$ cat src/rtl/uart_arx_pkg.sv
package uart_arx_pkg;
    typedef enum logic [2:0] {
        S_HUNT  = 3'd0,
        S_START = 3'd1,
        S_DATA  = 3'd2,
        S_POST  = 3'd3,
        S_ASTOP = 3'd4
    } rx_state_e;

    localparam int ST_AVAIL = 7;
    localparam int ST_ADDR  = 6;
    localparam int ST_OVR   = 5;
    localparam int ST_FERR  = 4;
endpackage

$ cat src/rtl/arx_sync_edge.sv
module arx_sync_edge #(
    parameter int SYNC_STAGES = 2
) (
    input  logic clk,
    input  logic rst_n,
    input  logic tick,
    input  logic rx_in,
    output logic rx_s,
    output logic fall
);
    logic [SYNC_STAGES-1:0] chain;
    logic                   prev_q;

    genvar g;
    generate
        for (g = 0; g < SYNC_STAGES; g++) begin : g_stage
            if (g == 0) begin : g_first
                always_ff @(posedge clk or negedge rst_n) begin
                    if (!rst_n) chain[0] <= 1'b1;
                    else        chain[0] <= rx_in;
                end
            end else begin : g_rest
                always_ff @(posedge clk or negedge rst_n) begin
                    if (!rst_n) chain[g] <= 1'b1;
                    else        chain[g] <= chain[g-1];
                end
            end
        end
    endgenerate

    assign rx_s = chain[SYNC_STAGES-1];

    // Level seen at the previous sample tick.
    always_ff @(posedge clk or negedge rst_n) begin
        if (!rst_n)    prev_q <= 1'b1;
        else if (tick) prev_q <= rx_s;
    end

    assign fall = tick && prev_q && !rx_s;
endmodule

$ cat src/rtl/arx_bit_timer.sv
module arx_bit_timer #(
    parameter int OSR = 16
) (
    input  logic clk,
    input  logic rst_n,
    input  logic clr,
    input  logic tick,
    input  logic half,
    output logic mid
);
    localparam int CW = $clog2(OSR);
    localparam logic [CW-1:0] FULL_LAST = CW'(OSR - 1);
    localparam logic [CW-1:0] HALF_LAST = CW'(OSR / 2 - 1);

    logic [CW-1:0] cnt_q;

    assign mid = tick && (cnt_q == (half ? HALF_LAST : FULL_LAST));

    always_ff @(posedge clk or negedge rst_n) begin
        if (!rst_n)    cnt_q <= '0;
        else if (clr)  cnt_q <= '0;
        else if (mid)  cnt_q <= '0;
        else if (tick) cnt_q <= cnt_q + 1'b1;
    end
endmodule

$ cat src/rtl/arx_shifter.sv
module arx_shifter #(
    parameter int DATA_W = 8
) (
    input  logic              clk,
    input  logic              rst_n,
    input  logic              clr,
    input  logic              shift_en,
    input  logic              bit_in,
    input  logic              short_mode,
    output logic [DATA_W-1:0] char_out
);
    logic [DATA_W-1:0] sr_q;

    always_ff @(posedge clk or negedge rst_n) begin
        if (!rst_n)        sr_q <= '0;
        else if (clr)      sr_q <= '0;
        else if (shift_en) sr_q <= {bit_in, sr_q[DATA_W-1:1]};
    end

    // Short characters end one position higher; realign them.
    assign char_out = short_mode ? {1'b0, sr_q[DATA_W-1:1]} : sr_q;
endmodule

$ cat src/rtl/arx_holding.sv
module arx_holding
    import uart_arx_pkg::*;
#(
    parameter int DATA_W = 8
) (
    input  logic              clk,
    input  logic              rst_n,
    input  logic              accept,
    input  logic [DATA_W-1:0] char_in,
    input  logic              addr_in,
    input  logic              frame_err,
    input  logic              rd_strobe,
    input  logic              irq_en,
    output logic [DATA_W-1:0] rx_data,
    output logic [7:0]        status,
    output logic              irq
);
    logic avail_q, addr_q, ovr_q, ferr_q;

    always_ff @(posedge clk or negedge rst_n) begin
        if (!rst_n) begin
            rx_data <= '0;
            avail_q <= 1'b0;
            addr_q  <= 1'b0;
            ovr_q   <= 1'b0;
            ferr_q  <= 1'b0;
        end else begin
            if (accept) begin
                rx_data <= char_in;
                addr_q  <= addr_in;
                avail_q <= 1'b1;
                ovr_q   <= (avail_q && !rd_strobe) ? 1'b1 : (ovr_q && !rd_strobe);
            end else if (rd_strobe) begin
                avail_q <= 1'b0;
                ovr_q   <= 1'b0;
            end
            if (frame_err)      ferr_q <= 1'b1;
            else if (rd_strobe) ferr_q <= 1'b0;
        end
    end

    always_comb begin
        status           = '0;
        status[ST_AVAIL] = avail_q;
        status[ST_ADDR]  = addr_q;
        status[ST_OVR]   = ovr_q;
        status[ST_FERR]  = ferr_q;
    end

    assign irq = avail_q && irq_en;
endmodule

$ cat src/rtl/uart_addr_rx.sv
module uart_addr_rx
    import uart_arx_pkg::*;
#(
    parameter int OSR         = 16,
    parameter int DATA_W      = 8,
    parameter int SYNC_STAGES = 2
) (
    input  logic              clk,
    input  logic              rst_n,
    input  logic              samp_en,
    input  logic              rx_in,
    input  logic              eight_bit,
    input  logic              irq_en,
    input  logic              rd_strobe,
    output logic [DATA_W-1:0] rx_data,
    output logic [7:0]        rx_status,
    output logic              rx_irq
);
    localparam int IW = $clog2(DATA_W);
    localparam logic [IW-1:0] LAST_LONG  = IW'(DATA_W - 1);
    localparam logic [IW-1:0] LAST_SHORT = IW'(DATA_W - 2);

    rx_state_e state_q, state_d;
    logic [IW-1:0] bit_idx_q;
    logic          rx_s, start_fall, mid;
    logic          timer_clr, half, shift_en, sr_clr;
    logic          char_done, frame_bad, addr_set, addr_q;
    logic [DATA_W-1:0] char_w;

    arx_sync_edge #(.SYNC_STAGES(SYNC_STAGES)) u_sync (
        .clk(clk), .rst_n(rst_n), .tick(samp_en), .rx_in(rx_in),
        .rx_s(rx_s), .fall(start_fall)
    );

    arx_bit_timer #(.OSR(OSR)) u_timer (
        .clk(clk), .rst_n(rst_n), .clr(timer_clr), .tick(samp_en),
        .half(half), .mid(mid)
    );

    arx_shifter #(.DATA_W(DATA_W)) u_shift (
        .clk(clk), .rst_n(rst_n), .clr(sr_clr), .shift_en(shift_en),
        .bit_in(rx_s), .short_mode(!eight_bit), .char_out(char_w)
    );

    arx_holding #(.DATA_W(DATA_W)) u_hold (
        .clk(clk), .rst_n(rst_n), .accept(char_done), .char_in(char_w),
        .addr_in(addr_q), .frame_err(frame_bad), .rd_strobe(rd_strobe),
        .irq_en(irq_en), .rx_data(rx_data), .status(rx_status), .irq(rx_irq)
    );

    // State register and the counters that travel with it.
    always_ff @(posedge clk or negedge rst_n) begin
        if (!rst_n) begin
            state_q   <= S_HUNT;
            bit_idx_q <= '0;
            addr_q    <= 1'b0;
        end else begin
            state_q <= state_d;
            if (sr_clr)        bit_idx_q <= '0;
            else if (shift_en) bit_idx_q <= bit_idx_q + 1'b1;
            if (sr_clr)        addr_q <= 1'b0;
            else if (addr_set) addr_q <= 1'b1;
        end
    end

    // Next-state decisions.
    always_comb begin
        state_d = state_q;
        unique case (state_q)
            S_HUNT:  if (start_fall) state_d = S_START;
            S_START: if (mid) state_d = S_DATA;
            S_DATA:  if (mid && bit_idx_q == (eight_bit ? LAST_LONG : LAST_SHORT))
                         state_d = S_POST;
            S_POST:  if (mid) state_d = rx_s ? S_HUNT : S_ASTOP;
            S_ASTOP: if (mid) state_d = S_HUNT;
            default: state_d = S_HUNT;
        endcase
    end

    // Control outputs of the controller.
    always_comb begin
        timer_clr = 1'b0;
        half      = 1'b0;
        shift_en  = 1'b0;
        sr_clr    = 1'b0;
        char_done = 1'b0;
        frame_bad = 1'b0;
        addr_set  = 1'b0;
        unique case (state_q)
            S_HUNT: begin
                timer_clr = 1'b1;
                sr_clr    = start_fall;
            end
            S_START: half = 1'b1;
            S_DATA:  shift_en = mid;
            S_POST: begin
                char_done = mid && rx_s;
                addr_set  = mid && !rx_s;
            end
            S_ASTOP: begin
                char_done = mid && rx_s;
                frame_bad = mid && !rx_s;
            end
            default: timer_clr = 1'b1;
        endcase
    end
endmodule

$ cat config.mk
export PLATFORM = sky130hd
export DESIGN_NAME = uart_addr_rx
export DESIGN_NICKNAME = d
export VERILOG_FILES = /design/src/rtl/uart_arx_pkg.sv /design/src/rtl/arx_sync_edge.sv /design/src/rtl/arx_bit_timer.sv /design/src/rtl/arx_shifter.sv /design/src/rtl/arx_holding.sv /design/src/rtl/uart_addr_rx.sv
export SDC_FILE = /design/constraint.sdc
export NUM_CORES = 1
export LEC_CHECK = 0
export ABC_AREA = 1
export CELL_PAD_IN_SITES_DETAIL_PLACEMENT = 0
export CELL_PAD_IN_SITES_GLOBAL_PLACEMENT = 1
export CORE_ASPECT_RATIO = 1.1
export CORE_MARGIN = 2
export CORE_UTILIZATION = 47
export DETAILED_ROUTE_END_ITERATION = 8
export DONT_BUFFER_PORTS = 1
export GPL_ROUTABILITY_DRIVEN = 0
export PLACE_DENSITY_LB_ADDON = 0.3
export SLEW_MARGIN = 20
export SYNTH_ARGS = -nofsm -noshare
export SYNTH_HDL_FRONTEND = slang
export SYNTH_SLANG_ARGS = --single-unit
$ cat constraint.sdc
create_clock -name clk -period 1.7 [get_ports clk]
set_input_delay 0.17 -clock clk [delete_from_list [all_inputs] [get_ports clk]]
set_output_delay 0.17 -clock clk [all_outputs]
set_load 0.01 [all_outputs]
Word level (Yosys, flattened, before mapping)
Index checks and enable logic that the tools add are counted.

operators by class
  reduce and logical (&&, ||, !) cells = 19
  equal/unequal tests = 12
  add/subtract/negate cells = 2
  multiplexer cells = 30

operators with widths
  cell                                                                   count
  3-bit 2-to-1 mux                                                       8
  8-bit 2-to-1 mux                                                       3
  4-bit 2-to-1 mux                                                       4
  3-bit case mux with 5 select lines                                     1
  1-bit 2-to-1 mux                                                       14
  2-bit != test, second input constant                                   5
  1-bit logical AND                                                      9
  2-bit nonzero test                                                     4
  3-bit by 2-bit equality test with 1-bit output, second input constant  2
  5-bit AND reduction                                                    1
  4-bit by 1-bit adder with 4-bit output, second input constant          1
  4-bit equality test                                                    1
  4-bit OR reduction                                                     1
  3-bit by 1-bit adder with 3-bit output, second input constant          1
  3-bit by 1-bit equality test with 1-bit output, second input constant  1
  3-bit equality test                                                    1
  3-bit equality test, second input constant                             1
  3-bit zero test                                                        1
  3-bit by 1-bit != test with 1-bit output, second input constant        1
  1-bit zero test                                                        2
  2-bit OR reduction                                                     1

word-level totals
  output and inout bits = 17
  bits of input ports = 7
  register bits after elaboration = 34
  word-level logic and storage cells = 76

Longest topological paths before layout
  depth in word-level cells = 9
  depth in mapped cells = 9
  depth with buffers taken out = 9

Cells and area by module
A second synthesis with hierarchy kept.

second synthesis, totals
  cell total of the unflattened synthesis = 223
  area, all modules = 1757.9 um^2

by module, submodules not included
  module         area an instance (um^2)  sequential area each (um^2)  times used  cells an instance
  arx_holding    528.0                    300.3                        1           61
  uart_addr_rx   451.7                    175.2                        1           62
  arx_shifter    441.7                    200.2                        1           59
  arx_bit_timer  235.2                    100.1                        1           32
  arx_sync_edge  101.3                    78.8                         1           9

Least setup slack after synthesis
Ideal clock, no wire load.

  path kind = reg2reg
  from = register u_timer.cnt_q[0]
  to = register u_hold.rx_data[5]
  path slack = 381 ps
  stages on the path, launching flop included = 10
  data required time = 1577 ps
  buffers on the path = 1
  data arrival time = 1195 ps
  period minus slack after synthesis = 1319 ps
  cell sequence = dfrtp_1 -> ha_1 -> nand2_1 -> nor2_2 -> nand2_1 -> nor2_4 -> nand2_2 -> buf_6 -> nand2_1 -> o21ai_2

on the way
  cells in the longest elaborated chain, start to end = 4

RTL lines
  element                 line                                     source
  from (decl)             arx_bit_timer.sv:15                      logic [CW-1:0] cnt_q;
  from (signal assigned)  arx_bit_timer.sv:23                      else if (tick) cnt_q <= cnt_q + 1'b1;
  4-bit equality test     arx_bit_timer.sv:17                      assign mid = tick && (cnt_q == (half ? HALF_LAST : FULL_LAST));
  1-bit logical AND       arx_bit_timer.sv:17
  1-bit logical AND       uart_addr_rx.sv:97, uart_addr_rx.sv:101
  1-bit 2-to-1 mux        -
  to (signal assigned)    arx_holding.sv:29                        rx_data <= char_in;
  to (decl)               arx_holding.sv:14                        output logic [DATA_W-1:0] rx_data,

Every way passes these cells.
A chain may end at the register's enable or synchronous reset.

Worst setup path in the final report
  from = register u_timer.cnt_q[0]
  to = register bit_idx_q[0]

on the way
  cells in the longest elaborated chain, start to end = 4

RTL lines
  element                       line                 source
  4-bit equality test           arx_bit_timer.sv:17
  1-bit logical AND             arx_bit_timer.sv:17
  1-bit 2-to-1 mux              uart_addr_rx.sv:89   unique case (state_q)
  2-bit nonzero test (no line)  -
  to (signal assigned)          uart_addr_rx.sv:60   else if (shift_en) bit_idx_q <= bit_idx_q + 1'b1;
  to (decl)                     uart_addr_rx.sv:24   logic [IW-1:0] bit_idx_q;

Every way passes these cells.

==> metrics.md <==
| Metric | Value |
|---|---|
| CTS tree | `yes` |
| P&R area growth vs syn | `6.11%` |
| Reg2reg end | `bit_idx_q[0]` |
| Die height | `~69 um` |
| First-pass GRT wire length | `~4.8 mm` |
| Layout cells sized above 1 | `0.188` |
| Reg2reg start | `u_timer.cnt_q[0]` |
| Status | `completed` |
| Pin count of the biggest net entering global routing | `35` |
| Post-synthesis area per instance | `8.69 um^2` |
| CP startpoint kind | `register` |
| Fmax | `roughly 660 MHz` |
| Synth top area share | `0.435` |
| Worst skew pair latency | `approximately 0.28 ns` |
| Synth cell types | `28` |
| Final HPWL DP | `about 2.1 mm` |
| Worst hold slack | `between 0.015 and 0.02 ns` |
| Worst-case reg-to-reg path depth | `8` |
| # rows | `23` |
| Post-synthesis register bit count | `34` |
| Reg-to-reg setup timing slack | `slightly below 0.2 ns` |
| Synth top area cells | `dfrtp_1 (44%), nand2_1 (13%), o21ai_2 (5.4%)` |
| Max FO, Critical Path | `12` |
| Final ANT Viol Nets | `0` |
| Initial antenna violation count | `0` |
| Tot GR Track Use | `0.149` |
| DRC Markers | `0` |
| Nets | `roughly 220` |
| Clk slew on worst S/H paths | `0.07 ns` |
| Vias | `1,225` |
| Hold path depth | `1` |
| Number of H-tree levels | `2` |
| Max Cap Viol | `0` |
| Placed cell area | `between 0.0015 and 0.002 mm^2` |
| Largest vdd supply drop | `roughly 0.63 mV` |
| Worst setup margin | `around 0.19 ns` |
| Overflow after GRT | `0` |
| Required time worst endpoint | `1.87 ns` |
| Hold Path End | `u_sync.prev_q` |
| Leading area contributor after synthesis | `dfrtp_1` |
| Final Cycle Share | `0.886` |
| Vias per cell | `4.77` |
| Post-synth EDFFs | `0` |
| HP Start | `samp_en` |
| Arr. time, crit path | `1.67 ns` |
| Setup-failing EPs final | `0` |
| RSZ-0062 raised after global routing | `no` |
| Total Wirelength | `roughly 2.9 mm` |
| Commonest register cell after synthesis | `dfrtp_1` |
| Sink Count | `34` |
| # Post-CTS Setup Buffers | `0` |
| Max Clock Skew | `about 0.0041 ns` |
| Router iterations before antenna repair | `4` |
| Worst slack, placed | `roughly 0.088 ns` |
| Crit path kind | `reg -> reg` |
| LEAKAGE | `0.970 nW` |
| Post-Synthesis Cells | `around 210` |
| Finished Core Util | `0.521` |
| IO Port Bufs | `0` |
| Core Box Area | `0.00363 mm^2` |
| Layout Cells excl Fill | `257` |
| Initial Utilization | `0.491` |
| Synth top cells by count | `nand2_1 (64), dfrtp_1 (31), inv_1 (21)` |
| Seq/Total Area, Yosys | `0.480` |
| Final Max Tran Viols | `0` |
| CP Capture Type | `register` |
| Die ar. | `roughly 0.0043 mm^2` |
| Num ports | `24` |
| Mapped cell area | `0.00178 mm^2` |
| Ant. Diodes | `0` |
| YS warnings | `0` |
| Count leader, synth | `nand2_1` |
| Post-Layout Inst Area | `roughly 0.0019 mm^2` |
| Total power | `approximately 2.3 mW` |
| Power Density | `1240 mW/mm^2` |
| Number of global-route vias before repair | `around 1,100` |
| CTS Root Cell | `clkbuf_8` |
| Cells after DPL | `around 250` |
| Num CTS Buffers | `5` |
| Clock tree buffer depth | `2` |
| Wire per inst | `11.2 um` |
| Die X-Extent | `62.7 um` |
| Setup tns final | `0 ns` |
| Post-synth ARST share | `1.00` |
| Hold Crit Class | `in -> reg` |
| Hold Fails Final Rpt | `0` |
| Fin crit period | `1.51 ns` |
| DR iter-0 viols | `42` |
critical path, cell delays in order (launching register included):
cell and delay (ns):
dfrtp_1 0.38, ha_1 0.15, nand2_1 0.07, nor2_2 0.12
nand2_1 0.11, nor2_4 0.17, nand2_2 0.20, nand3_1 0.13
nand2_1 0.06
layout by cell type (no fill, tap or decap), drive strengths merged:
master | netlist | final
dfrtp | 31 | 31
nand3 | 16 | 16
dfstp | 3 | 3
o2bb2ai | 1 | 1
conb | 1 | 4
xor2 | 2 | 2
o21ai | 24 | 24
clkinv | 0 | 1
nand3b | 1 | 1
nor3 | 1 | 1
nor2 | 11 | 11
ha | 2 | 2
o21a | 1 | 1
nand4 | 2 | 2
dlygate4sd3 | 0 | 2
a21oi | 4 | 4
nand2 | 69 | 69
inv | 23 | 23
clkbuf | 1 | 7
buf | 12 | 2
final cells by class:
cell class	count	area [um^2]
clock buffer	7	86.3
clock inverter	1	5.00
fill	374	1740
inverter	23	86.3
multi-input combinational	138	748
sequential	34	855
tap	50	62.6
timing repair buffer	4	47.5
worst max path at each step:
stage | startpoint | end | slack, ns | cells past startpoint
floorplan | u_timer.cnt_q[0] | u_hold.rx_data[5] | 0.38 | 9
global placement | u_timer.cnt_q[0] | u_hold.rx_data[4] | 0.13 | 8
detailed placement | u_timer.cnt_q[0] | u_hold.rx_data[3] | 0.09 | 8
CTS | u_timer.cnt_q[0] | u_hold.rx_data[3] | 0.07 | 8
global route | u_timer.cnt_q[0] | bit_idx_q[0] | 0.009 | 8
finish | u_timer.cnt_q[0] | bit_idx_q[0] | 0.19 | 8
routing by layer:
layer	vias up	track usage	part of all wire
li1	633	-	-
met1	562	0.163	0.44
met2	22	0.269	0.50
met3	8	0.0390	0.038
met4	0	0.0833	0.025
met5	-	0	0
kinds of logic after synthesis:
| kind of cell | share of synthesized area |
|---|---|
| XOR/XNOR | 0.00983 |
| adder cells (fa/ha/maj) | 0.0140 |
| AO/OA/AOI/OAI | 0.124 |
| flip-flops | 0.480 |
| other | 0.00210 |
| buffers and inverters | 0.110 |
| AND/OR/NAND/NOR | 0.261 |
where the power goes:
part | internal, mW | switching, mW
clock | 0.326 | 0.273
sequential | 0.958 | 0.115
combinational | 0.231 | 0.433
total | 1.52 | 0.822
state kept, by name (all words and copies together) (netlist names):
register        cells
u_sync.prev_q       1
u_sync.chain        1
u_hold.avail_q      1
u_hold.addr_q       1
u_sync.rx_s         1
state_q             3
u_hold.rx_data      8
addr_q              1
u_timer.cnt_q       4
bit_idx_q           3
u_hold.ovr_q        1
u_hold.ferr_q       1
u_shift.sr_q        8
repair_timing:
action / 4_1_cts / 5_1_grt
setup endpoints to repair: 0 / 10
gates resized for setup: 0 / 1
hold endpoints to repair: 35 / 0
hold buffers: 3 / 0
(Power assumes the default switching activity.)
